`config.mk`:
```
export PLATFORM = sky130hd
export DESIGN_NAME = triplet_seq
export DESIGN_NICKNAME = d
export VERILOG_FILES = /design/src/rtl/tseq_pkg.sv /design/src/rtl/tseq_track.sv /design/src/rtl/tseq_sat_ctr.sv /design/src/rtl/tseq_regs.sv /design/src/rtl/triplet_seq.sv
export SDC_FILE = /design/constraint.sdc
export NUM_CORES = 1
export LEC_CHECK = 0
export ABC_AREA = 1
export BUFFER_PORTS_ARGS = -buffer_cell sky130_fd_sc_hd__buf_2
export CAP_MARGIN = 20
export CORE_MARGIN = 1.5
export CORE_UTILIZATION = 41
export DETAILED_ROUTE_END_ITERATION = 16
export HOLD_SLACK_MARGIN = 0.02
export PLACE_DENSITY_LB_ADDON = 0.15
export RECOVER_POWER = 100
export SETUP_SLACK_MARGIN = 0.4
export SLEW_MARGIN = 0
export SYNTH_ARGS = -nofsm -noshare
export SYNTH_HDL_FRONTEND = slang
export SYNTH_SLANG_ARGS = --single-unit
```
`constraint.sdc`:
```
create_clock -name clk -period 1.5 [get_ports clk]
set_clock_uncertainty 0.1 [all_clocks]
set_input_delay 0.3 -clock clk [delete_from_list [all_inputs] [get_ports clk]]
set_output_delay 0.3 -clock clk [all_outputs]
set_load 0.05 [all_outputs]
```
`src/rtl/tseq_pkg.sv`:
```
package tseq_pkg;
  localparam int GRP_LEN = 3;
  localparam int POS_W   = $clog2(GRP_LEN + 1);
  localparam int DATA_W  = 32;

  typedef enum logic [1:0] {
    W_SIZE = 2'd0,
    W_CTRL = 2'd1,
    W_STAT = 2'd2,
    W_ACC  = 2'd3
  } reg_word_e;
endpackage

```
`src/rtl/tseq_track.sv`:
```
module tseq_track
  import tseq_pkg::*;
(
  input  logic             clk,
  input  logic             rst_n,
  input  logic             en,
  input  logic             frm_valid,
  input  logic [POS_W-1:0] frm_pos,
  input  logic             dma_done,
  output logic             frm_ready,
  output logic [POS_W-1:0] pend,
  output logic             cmp,
  output logic             lost_evt
);
  // frames of the current group already transferred
  logic [POS_W-1:0] prog;
  logic             take, start, cont;

  assign frm_ready = !en || (pend == '0);
  assign take      = frm_valid && frm_ready && en;
  assign start     = take && (frm_pos == '0);
  assign cont      = take && (prog != '0) && (frm_pos == prog);
  assign lost_evt  = start && (prog != '0);

  always_ff @(posedge clk) begin
    if (!rst_n) begin
      pend <= '0;
      prog <= '0;
      cmp  <= 1'b0;
    end else if (!en) begin
      pend <= '0;
      prog <= '0;
      cmp  <= 1'b0;
    end else if (start) begin
      pend <= POS_W'(1);
      prog <= '0;
      cmp  <= 1'b0;
    end else if (cont) begin
      pend <= frm_pos + POS_W'(1);
      cmp  <= 1'b0;
    end else if (dma_done && (pend != '0)) begin
      cmp  <= 1'b1;
      pend <= '0;
      prog <= (pend == POS_W'(GRP_LEN)) ? '0 : pend;
    end
  end

  p_order_r3: assert property (@(posedge clk) disable iff (!rst_n)
    (pend != '0 && $past(pend) == '0) |->
      (pend == POS_W'(1) || pend == $past(prog) + POS_W'(1)));

  p_hold_r4: assert property (@(posedge clk) disable iff (!rst_n)
    (en && pend != '0 && !dma_done) |=> (pend == $past(pend)));

  p_done_r5: assert property (@(posedge clk) disable iff (!rst_n)
    (en && dma_done && pend != '0) |=> (pend == '0 && cmp));

  p_flush_r8: assert property (@(posedge clk) disable iff (!rst_n)
    !en |=> (pend == '0 && !cmp && prog == '0));
endmodule

```
`src/rtl/tseq_sat_ctr.sv`:
```
module tseq_sat_ctr #(
  parameter int W = 8
) (
  input  logic         clk,
  input  logic         rst_n,
  input  logic         inc,
  input  logic         clr,
  output logic [W-1:0] cnt
);
  localparam logic [W-1:0] MAX = {W{1'b1}};
  logic [W-1:0] base;

  assign base = clr ? '0 : cnt;

  always_ff @(posedge clk) begin
    if (!rst_n)                   cnt <= '0;
    else if (inc && base != MAX)  cnt <= base + W'(1);
    else                          cnt <= base;
  end

  p_sat_r6: assert property (@(posedge clk) disable iff (!rst_n)
    (cnt == MAX && !clr) |=> (cnt == MAX));

  p_clear_r7: assert property (@(posedge clk) disable iff (!rst_n)
    (clr && !inc) |=> (cnt == '0));
endmodule

```
`src/rtl/tseq_regs.sv`:
```
module tseq_regs
  import tseq_pkg::*;
#(
  parameter int FRAME_PAGES = 600,
  parameter int LOST_W      = 8
) (
  input  logic              clk,
  input  logic              rst_n,
  input  logic              reg_wr,
  input  logic              reg_rd,
  input  logic [1:0]        reg_addr,
  input  logic [DATA_W-1:0] reg_wdata,
  input  logic [POS_W-1:0]  pend,
  input  logic              cmp,
  input  logic [LOST_W-1:0] lost_cnt,
  input  logic              acc_present,
  output logic              en,
  output logic              stat_rd,
  output logic [DATA_W-1:0] reg_rdata
);
  localparam int CMP_BIT  = 2;
  localparam int LOST_LSB = 8;

  reg_word_e  word;
  logic       unused_wdata;

  assign word         = reg_word_e'(reg_addr);
  assign stat_rd      = reg_rd && (word == W_STAT);
  assign unused_wdata = ^reg_wdata[DATA_W-1:1];

  always_ff @(posedge clk) begin
    if (!rst_n)                        en <= 1'b0;
    else if (reg_wr && word == W_CTRL) en <= reg_wdata[0];
  end

  always_comb begin
    reg_rdata = '0;
    case (word)
      W_SIZE: reg_rdata = DATA_W'(FRAME_PAGES);
      W_CTRL: reg_rdata[0] = en;
      W_STAT: begin
        reg_rdata[POS_W-1:0]          = pend;
        reg_rdata[CMP_BIT]            = cmp;
        reg_rdata[LOST_LSB +: LOST_W] = lost_cnt;
      end
      default: reg_rdata[0] = acc_present;
    endcase
  end

  p_ctrl_hold_r2: assert property (@(posedge clk) disable iff (!rst_n)
    !(reg_wr && word == W_CTRL) |=> (en == $past(en)));
endmodule

```
`src/rtl/triplet_seq.sv`:
```
module triplet_seq
  import tseq_pkg::*;
#(
  parameter int FRAME_PAGES = 600,
  parameter int LOST_W      = 8
) (
  input  logic              clk,
  input  logic              rst_n,
  input  logic              frm_valid,
  output logic              frm_ready,
  input  logic [POS_W-1:0]  frm_pos,
  input  logic              dma_done,
  input  logic              acc_present,
  input  logic              reg_wr,
  input  logic              reg_rd,
  input  logic [1:0]        reg_addr,
  input  logic [DATA_W-1:0] reg_wdata,
  output logic [DATA_W-1:0] reg_rdata,
  output logic              irq
);
  logic              en, cmp, lost_evt, stat_rd;
  logic [POS_W-1:0]  pend;
  logic [LOST_W-1:0] lost_cnt;

  tseq_track u_track (
    .clk(clk), .rst_n(rst_n), .en(en),
    .frm_valid(frm_valid), .frm_pos(frm_pos), .dma_done(dma_done),
    .frm_ready(frm_ready), .pend(pend), .cmp(cmp), .lost_evt(lost_evt)
  );

  tseq_sat_ctr #(.W(LOST_W)) u_lost (
    .clk(clk), .rst_n(rst_n), .inc(lost_evt), .clr(stat_rd), .cnt(lost_cnt)
  );

  tseq_regs #(.FRAME_PAGES(FRAME_PAGES), .LOST_W(LOST_W)) u_regs (
    .clk(clk), .rst_n(rst_n), .reg_wr(reg_wr), .reg_rd(reg_rd),
    .reg_addr(reg_addr), .reg_wdata(reg_wdata), .pend(pend), .cmp(cmp),
    .lost_cnt(lost_cnt), .acc_present(acc_present), .en(en),
    .stat_rd(stat_rd), .reg_rdata(reg_rdata)
  );

  assign irq = en && ((pend != '0) || cmp);

  p_lost_needs_en_r6: assert property (@(posedge clk) disable iff (!rst_n)
    lost_evt |-> (en && frm_valid && frm_pos == '0));
endmodule

```
==> impl_metrics.json, run 1 <==
{
  "dp_cells": 238,
  "syn_area_per_cell_sq_um": 6.38,
  "drc": 0,
  "htreeDepth": 1,
  "whs_endpoint": "u_regs.en$_SDFFE_PN0P_",
  "die_w_um": 55.2,
  "rrSetupSlack_ps": -20,
  "worstHoldPathCells": 3,
  "synth_edf_count": 0,
  "worstSetupPathType": "reg -> reg",
  "globalRouteMet1Util": 0.224,
  "grt-busiest-layer": "met2",
  "area_growth_pct": 63.0,
  "synth_top_area_frac": 0.251,
  "drt_pass1_iterations": 4,
  "r2r_start": "u_track.pend[1]$_SDFFE_PP0P_",
  "synth-compound-area-share": 0.0873,
  "syn_area_sq_um": 1120,
  "hold_viol_final": 0,
  "start_util": 0.443,
  "ys_top_cells_by_count": "nand2_1 (35), inv_1 (24), nor2_1 (24), buf_4 (21), nand3_1 (18)",
  "avgRoutedWirePerCell_um": 12.1,
  "crit_arrival_ps": 1600,
  "finalNonFillerCells": 260,
  "cts_buffer_depth": 2,
  "crit_family": "simple AND/OR/NAND/NOR gates",
  "synth_mux_area_frac": 0,
  "row_count": 18,
  "violations": "setup timing",
  "cp-end-kind": "register",
  "antenna_found_initial": 0,
  "grt_pass1_vias": 1165,
  "cts_buffers": 3,
  "start_kind": "register",
  "die_h_um": 55.2,
  "cts.sinks": 14,
  "totalWireLength_mm": 3.16,
  "synthTopCellsByArea": "dfxtp_1 (25%), buf_4 (14%), nand2_1 (12%), nand3_1 (8.1%), inv_1 (8.1%)",
  "dp_hpwl_mm": 1.88,
  "grt_setup_unrepaired": "yes",
  "clk_latency_ps": 290,
  "io_buffers": 27,
  "power_uw": 928,
  "tritoncts": "yes",
  "cellPowerDensity_nw_per_um2": 510,
  "drt_iter0_drc": 20,
  "maxCapViolCount": 0,
  "diodes": 0,
  "ctsHoldBuffers": 0,
  "critPathMaxFanout": 3,
  "overflow": 0,
  "met3_usage": 0.0539,
  "synth-simple-area-share": 0.399,
  "synth_most_common_cell": "nand2_1",
  "layout-drive-gt1-share": 0.565,
  "layout_setup_ws_ps": -21.8,
  "synth_top_family_by_area": "simple AND/OR/NAND/NOR gates",
  "cpPeakStageDelay_ps": 370,
  "final_nets": 275,
  "startpoint": "u_track.pend[1]$_SDFFE_PP0P_",
  "clkTransAtPathRegs_ps": 100,
  "outcome": "finished, violations left",
  "critPathBufInv": 2,
  "required_ps": 1580,
  "yosysUniqueCellTypes": 25,
  "grt_max_degree": 11,
  "power.leakage_uw": 0.000791,
  "irDropWorstVdd_v": 0.000552,
  "holdWs_ps": 191,
  "place_area_sq_um": 1340,
  "cts-root-buf": "clkbuf_4",
  "period_needed_ps": 1520,
  "synth-async-reset-ratio": 0,
  "synth_warnings": 0,
  "ios": 77,
  "use_met2": 0.400,
  "core_area_sq_um": 2520,
  "fin_area_sq_um": 1820,
  "post-route-period-util": 1.01,
  "reg2reg_depth": 8,
  "synth-seq-cells": 14,
  "vias": 1236,
  "multiInputGateArea_sq_um": 821,
  "seq_area_sq_um": 304,
  "dieArea_sq_um": 3050,
  "fillCellCount": 218,
  "synthAdderAreaFrac": 0.0112,
  "worstHoldStart": "reg_wr",
  "synth_flop_cell": "dfxtp_1",
  "min_path_type": "in -> reg",
  "synth_cells": 175,
  "grt_first_pass_wirelength_mm": 5.10,
  "crit_chain": "nor2_4 -> buf_6 -> buf_12 -> nand2_4 -> nor2_4 -> nand2_1 -> nand3_1 -> a31oi_1",
  "grtUsageTotal": 0.207,
  "maxSlewViolCount": 0,
  "cp_common_cell": "nor2_4",
  "worstReg2RegEnd": "u_track.pend[0]$_SDFFE_PN0P_",
  "setup-violations-final": 4,
  "ant_nets": 0,
  "synth_top_cell_by_area": "dfxtp_1",
  "slowest_stage": "dfxtp_4",
  "synth_xor_area_frac": 0,
  "fmax_mhz": 657,
  "viasPerCell": 4.75,
  "ys_seq_area_frac": 0.251,
  "place_congestion": 0.788
}
per-layer routing:
metal | up-vias | wire [um]
met2 | 41 | 1740
li1 | 620 | -
met3 | 8 | 156
met1 | 567 | 1200
met4 | 0 | 61
met5 | - | 0
layout make-up:
class / instances / share of cell area
repair buffers: 56 / 0.277
well taps: 30 / 0.0206
clock buffers: 4 / 0.0199
flip-flops and latches: 14 / 0.167
multi-input cells: 127 / 0.451
inverters: 29 / 0.0652
through the flow:
stage / setup TNS, ps / utilization / setup slack, ps
final: -56.4 / 0.722 / -21.8
after global routing: -724 / 0.722 / -105
after global placement: -104 / 0.533 / -19.6
after CTS: -25.6 / 0.724 / -25.6
after detailed placement: -219 / 0.533 / -45.5
after floorplan: -437 / - / -183
logic make-up (layout without fill, tap and decap cells):
family | Yosys count | after routing
AOI/OAI and AO/OA | 16 | 16
adders and majority gates | 1 | 1
buffers and inverters | 51 | 89
DFF | 14 | 14
other | 1 | 18
and+or+nand+nor | 92 | 92
repair_timing:
action | CTS | global route
setup buffers | 17 | 1
setup endpoints to repair | 29 | 29
resized for setup | 98 | 16
pin swaps | 23 | 15
state kept, by name, summed over array words and instances, names as in the netlist:
| name | flops |
|---|---|
| u_lost.cnt | 8 |
| u_regs.en | 1 |
| u_track.cmp | 1 |
| u_track.pend | 2 |
| u_track.prog | 2 |
worst max path at each step:
stage / to / slack [ps] / cells past startpoint
CTS: reg_rdata[0] / -30 / 3
global placement: reg_rdata[1] / -20 / 7
floorplan: reg_rdata[0] / -180 / 4
global route: u_lost.cnt[6]$_SDFF_PN0_ / -100 / 8
detailed placement: reg_rdata[1] / -50 / 7
finish: u_track.pend[0]$_SDFFE_PN0P_ / -20 / 8
cell usage in the layout (no fill, tap or decap), drive strengths merged, types with 2 or more instances in the layout:
master and count:
buf 47, nand2 36, nor2 29, inv 28
nand3 24, conb 18, dfxtp 14, clkbuf 13
a21oi 9, nand4 3, a21boi 2
worst reg2reg max path: cells and delay by family, from the launching register on:
family,cells,cell delay [ps]
buf+inv,2,230
compound gates,1,110
simple gates,5,610
flops,1,370
where the power goes:
| part | internal (uW) | leakage [uW] | total (uW) | switching [uW] |
|---|---|---|---|---|
| registers | 366 | 0.000120 | 368 | 1.79 |
| logic | 73.8 | 0.000651 | 268 | 195 |
| clock network | 148 | 0.0000210 | 292 | 144 |
(Power assumes the default switching activity.)
==> inputs of run 2 (changes only) <==
--- a/config.mk
+++ b/config.mk
@@ -5,17 +5,15 @@
 export SDC_FILE = /design/constraint.sdc
 export NUM_CORES = 1
 export LEC_CHECK = 0
-export ABC_AREA = 1
 export BUFFER_PORTS_ARGS = -buffer_cell sky130_fd_sc_hd__buf_2
 export CAP_MARGIN = 20
 export CORE_MARGIN = 1.5
-export CORE_UTILIZATION = 41
+export CORE_UTILIZATION = 40
 export DETAILED_ROUTE_END_ITERATION = 16
 export HOLD_SLACK_MARGIN = 0.02
 export PLACE_DENSITY_LB_ADDON = 0.15
 export RECOVER_POWER = 100
 export SETUP_SLACK_MARGIN = 0.4
-export SLEW_MARGIN = 0
 export SYNTH_ARGS = -nofsm -noshare
 export SYNTH_HDL_FRONTEND = slang
 export SYNTH_SLANG_ARGS = --single-unit
==> impl_metrics.json, run 2 <==
{
  "outcome": "finished, violations left",
  "violations": "setup timing",
  "final_nets": 229,
  "yosysUniqueCellTypes": 44,
  "drt_iter0_drc": 14,
  "start_kind": "register",
  "final_cell_mix": "buf_4 (25), conb_1 (18), buf_6 (13), buf_8 (13), dfxtp_2 (12)",
  "synth_top_cell_by_area": "dfxtp_1",
  "maxSlewViolCount": 0,
  "synth_cells": 122,
  "grt_max_degree": 8,
  "fillCellCount": 157,
  "ys_top_cells_by_count": "buf_4 (20), dfxtp_1 (14), and2_1 (10), a21oi_1 (9), nand2_1 (7)",
  "drc": 0,
  "dp_slack_ps": -141,
  "diodes": 0,
  "synth-async-reset-ratio": 0,
  "irDropWorstVdd_v": 0.000551,
  "htreeDepth": 1,
  "setup-violations-final": 5,
  "avgRoutedWirePerCell_um": 14.1,
  "largest-register": "u_lost.cnt",
  "core_area_sq_um": 2450,
  "die_w_um": 53.6,
  "top_regs": "u_lost.cnt: 8 flops, u_track.pend: 2 flops, u_track.prog: 2 flops",
  "ctsHoldBuffers": 0,
  "layout-drive-gt1-share": 0.705,
  "synth_most_common_cell": "buf_4",
  "cp-end-kind": "output pin",
  "tritoncts": "yes",
  "synthTopCellsByArea": "dfxtp_1 (27%), buf_4 (15%), and2_1 (6.1%), a21oi_1 (4.4%), nand4bb_4 (2.7%)",
  "vias": 1113,
  "hold_viol_final": 0,
  "totalWireLength_mm": 3.01,
  "die_h_um": 53.6,
  "cellPowerDensity_nw_per_um2": 469,
  "synth_flop_cell": "dfxtp_1",
  "synth_warnings": 0,
  "post-route-period-util": 1.09,
  "syn_area_sq_um": 1030,
  "ant_nets": 0,
  "crit_arrival_ps": 1240,
  "layout_setup_ws_ps": -141,
  "synth-seq-cells": 14,
  "maxCapViolCount": 0,
  "grt_setup_unrepaired": "yes",
  "place_congestion": 0.860,
  "final_common_cell": "buf_4",
  "grtUsageTotal": 0.196,
  "cts_buffers": 3,
  "fmax_mhz": 609,
  "synth_edf_count": 0,
  "area_growth_pct": 80.4,
  "dieArea_sq_um": 2880,
  "ios": 77,
  "antenna_found_initial": 0,
  "clkTransAtPathRegs_ps": 90,
  "worstSetupPathType": "reg -> out",
  "period_needed_ps": 1640,
  "overflow": 0,
  "cts-root-buf": "clkbuf_4",
  "holdWs_ps": 173,
  "grt_pass1_vias": 948,
  "min_path_type": "in -> reg",
  "row_count": 18,
  "io_buffers": 27,
  "grt_first_pass_wirelength_mm": 4.12,
  "power.leakage_uw": 0.000809,
  "synth_top_area_frac": 0.273,
  "required_ps": 1100,
  "start_util": 0.418,
  "largest_reg_flops": 8,
  "ys_seq_area_frac": 0.273,
  "cts.sinks": 14,
  "viasPerCell": 5.23,
  "clk_latency_ps": 290,
  "dp_hpwl_mm": 1.79,
  "critPathMaxFanout": 2,
  "cts_buffer_depth": 2,
  "drt_pass1_iterations": 4,
  "syn_area_per_cell_sq_um": 8.41
}
-- run 2: cell families (layout without fill, tap and decap cells) --
group                      count (synthesis)  in the layout  share of synthesized area
and+or+nand+nor                           48             49                      0.324
AOI/OAI and AO/OA                         30             30                      0.190
buffers and inverters                     25             68                      0.167
DFF                                       14             14                      0.273
muxes                                      2              2                     0.0207
adders and majority gates                  1              1                     0.0122
other                                      1             18                    0.00366
xor gates and xnor gates                   1              1                    0.00854
-- run 2: what timing repair did --
action | CTS | global route
pin swaps | 12 | 5
hold endpoints to repair | 0 | 0
gates cloned | 1 | 0
setup endpoints to repair | 29 | 29
setup buffers | 8 | 6
resized for setup | 84 | 18
-- run 2: final cells by class --
type                       instances  area, sq um  area share
multi-input combinational        101          860       0.465
inverter                           3         13.8     0.00744
clock buffer                       3         22.5      0.0122
sequential                        14          303       0.164
timing repair buffer              62          614       0.332
tap                               30         37.5      0.0203
-- run 2: worst max-delay path: stages, from the launching register on --
cell and delay, ps:
dfxtp_2 330, mux2_2 250, a22o_2 220, buf_6 150
-- run 2: path summary, 6_finish.rpt --
| check | startpoint | end | slack, ps | cells after the start |
|---|---|---|---|---|
| hold reg to reg | u_lost.cnt[5]$_SDFF_PN0_ | u_lost.cnt[5]$_SDFF_PN0_ | 460 | 2 |
| setup reg to reg | u_track.pend[1]$_SDFFE_PP0P_ | u_lost.cnt[1]$_SDFF_PN0_ | -30 | 5 |
| hold / removal | reg_wdata[0] | u_regs.en$_SDFFE_PN0P_ | 170 | 3 |
| setup / recovery | u_regs.en$_SDFFE_PN0P_ | reg_rdata[0] | -140 | 3 |
-- run 2: report_power, final --
group	internal, uW	total [uW]	switching, uW
clock	93.3	227	134
combinational	83.6	272	188
sequential	368	369	0.445
total	545	868	323
-- run 2: metrics by stage --
step	utilization	TNS, ps	area (sq um)	power (uW)	std cells
global placement	0.559	-1130	1370	609	195
CTS	0.703	-264	1730	854	207
detailed placement	0.559	-1420	1370	613	195
finish	0.754	-277	1850	868	213
floorplan	-	0	1210	588	139
global route	0.754	-648	1850	904	213
-- run 2: per-layer routing --
metal | part of all wire | routed length [um] | track usage
met5 | 0 | 0 | 0
met4 | 0.012 | 36 | 0.0726
met3 | 0.034 | 101 | 0.0250
met2 | 0.54 | 1610 | 0.350
met1 | 0.42 | 1260 | 0.237
==> inputs of run 3 (changes only) <==
--- a/config.mk
+++ b/config.mk
@@ -14,6 +14,7 @@
 export PLACE_DENSITY_LB_ADDON = 0.15
 export RECOVER_POWER = 100
 export SETUP_SLACK_MARGIN = 0.4
+export SKIP_LAST_GASP = 1
 export SYNTH_ARGS = -nofsm -noshare
 export SYNTH_HDL_FRONTEND = slang
 export SYNTH_SLANG_ARGS = --single-unit
==> constraint.sdc (replaced) <==
create_clock -name clk -period 1.59 [get_ports clk]
set_clock_uncertainty 0.1 [all_clocks]
set_input_delay 0.318 -clock clk [delete_from_list [all_inputs] [get_ports clk]]
set_output_delay 0.318 -clock clk [all_outputs]
set_load 0.05 [all_outputs]
==> impl_metrics.json, run 3 (synthesized netlist as in run 2, its figures left out) <==
{
  "reg2reg_depth": 6,
  "grt_setup_unrepaired": "yes",
  "dieArea_sq_um": 2880,
  "finalNonFillerCells": 216,
  "avgRoutedWirePerCell_um": 14.8,
  "post-route-period-util": 1.06,
  "ant_nets": 0,
  "cts_buffers": 3,
  "viasPerCell": 5.27,
  "endpoint": "reg_rdata[0]",
  "largest_reg_flops": 8,
  "dp_cells": 190,
  "min_path_type": "in -> reg",
  "antenna_found_initial": 0,
  "grtUsageTotal": 0.203,
  "hold_viol_final": 0,
  "grt_pass1_vias": 1007,
  "crit_arrival_ps": 1260,
  "worstHoldPathCells": 2,
  "fmax_mhz": 595,
  "largest-register": "u_lost.cnt",
  "final_common_cell": "buf_4",
  "place_congestion": 0.811,
  "dp_hpwl_mm": 1.69,
  "layout-drive-gt1-share": 0.661,
  "worstSetupPathType": "reg -> out",
  "rrSetupSlack_ps": -30,
  "final_cell_mix": "buf_4 (26), conb_1 (18), buf_8 (14), buf_6 (14)",
  "io_buffers": 27,
  "maxSlewViolCount": 0,
  "maxCapViolCount": 0,
  "seq_area_sq_um": 307,
  "die_h_um": 53.6,
  "ios": 77,
  "core_area_sq_um": 2450,
  "r2r_start": "u_regs.en$_SDFFE_PN0P_",
  "cp-end-kind": "output pin",
  "power.leakage_uw": 0.000828,
  "start_kind": "register",
  "row_count": 18,
  "totalWireLength_mm": 3.19,
  "multiInputGateArea_sq_um": 832,
  "area_growth_pct": 82.2,
  "final_nets": 231,
  "diodes": 0,
  "start_util": 0.418,
  "required_ps": 1170,
  "clkTransAtPathRegs_ps": 90,
  "critPathMaxFanout": 2,
  "irDropWorstVdd_v": 0.000372,
  "setup-violations-final": 2,
  "startpoint": "u_regs.en$_SDFFE_PN0P_",
  "htreeDepth": 1,
  "drc": 0,
  "worstReg2RegEnd": "u_lost.cnt[1]$_SDFF_PN0_",
  "outcome": "finished, violations left",
  "die_w_um": 53.6,
  "violations": "setup timing",
  "final_core_util": 0.761,
  "cellPowerDensity_nw_per_um2": 472,
  "clk_latency_ps": 290,
  "drt_iter0_drc": 14,
  "ctsHoldBuffers": 0,
  "grt_first_pass_wirelength_mm": 4.19,
  "overflow": 0,
  "fillCellCount": 151,
  "dp_slack_ps": -8.05,
  "cts_buffer_depth": 2,
  "cts-root-buf": "clkbuf_4",
  "vias": 1139,
  "top_regs": "u_lost.cnt: 8 flops, u_track.pend: 2 flops, u_track.prog: 2 flops",
  "drt_pass1_iterations": 4,
  "cts.sinks": 14,
  "tritoncts": "yes",
  "layout_setup_ws_ps": -90.3,
  "period_needed_ps": 1680,
  "grt_max_degree": 9
}
[run 3: metrics by stage]
stage | TNS [ps] | total power (uW) | area, sq um | hold slack (ps)
2_1_floorplan | 0 | 557 | 1220 | 317
3_3_place_gp | 0 | 576 | 1340 | 408
3_5_place_dp | -18.9 | 578 | 1340 | 407
4_1_cts | -87.0 | 869 | 1750 | 188
5_1_grt | -345 | 914 | 1870 | 187
6_report | -119 | 882 | 1870 | 184
[run 3: worst min path at each step]
stage                                  start                            to  slack [ps]
global placement    u_lost.cnt[1]$_SDFF_PN0_      u_lost.cnt[1]$_SDFF_PN0_         410
detailed placement  u_lost.cnt[1]$_SDFF_PN0_      u_lost.cnt[1]$_SDFF_PN0_         410
global route                        dma_done  u_track.prog[1]$_SDFFE_PP0P_         190
finish                              dma_done  u_track.prog[1]$_SDFFE_PP0P_         180
CTS                             reg_wdata[0]        u_regs.en$_SDFFE_PN0P_         190
floorplan                           dma_done  u_track.prog[1]$_SDFFE_PP0P_         320
[run 3: layout make-up]
type / instances / share of cell area
Multi-Input combinational cell: 101 / 0.445
Timing Repair Buffer: 64 / 0.336
Sequential cell: 14 / 0.164
Tap cell: 30 / 0.0201
Clock buffer: 4 / 0.0194
Inverter: 3 / 0.0154
[run 3: worst max-delay path, cell delays in order, from the launching register on]
cell     delay, ps
dfxtp_4        350
mux2_2         250
a22o_2         210
buf_6          150
[run 3: power by group]
part | switching [uW] | internal (uW) | leakage, uW
Combinational | 183 | 86.0 | 0.000687
Clock | 130 | 140 | 0.0000210
Sequential | 0.505 | 343 | 0.000120
Total | 313 | 569 | 0.000828
[run 3: what timing repair did]
item,in CTS,in global routing
endpoints found under the setup margin,29,29
cloned,1,0
hold endpoints to repair,0,0
pin swaps,14,8
buffers inserted,16,5
gates resized for setup,82,21
[run 3: layer usage]
| layer | vias up | wire length [um] | GRT usage |
|---|---|---|---|
| li1 | 530 | - | - |
| met1 | 548 | 1300 | 0.235 |
| met2 | 56 | 1670 | 0.370 |
| met3 | 5 | 172 | 0.0194 |
| met4 | 0 | 54 | 0.0983 |
| met5 | - | 0 | 0 |
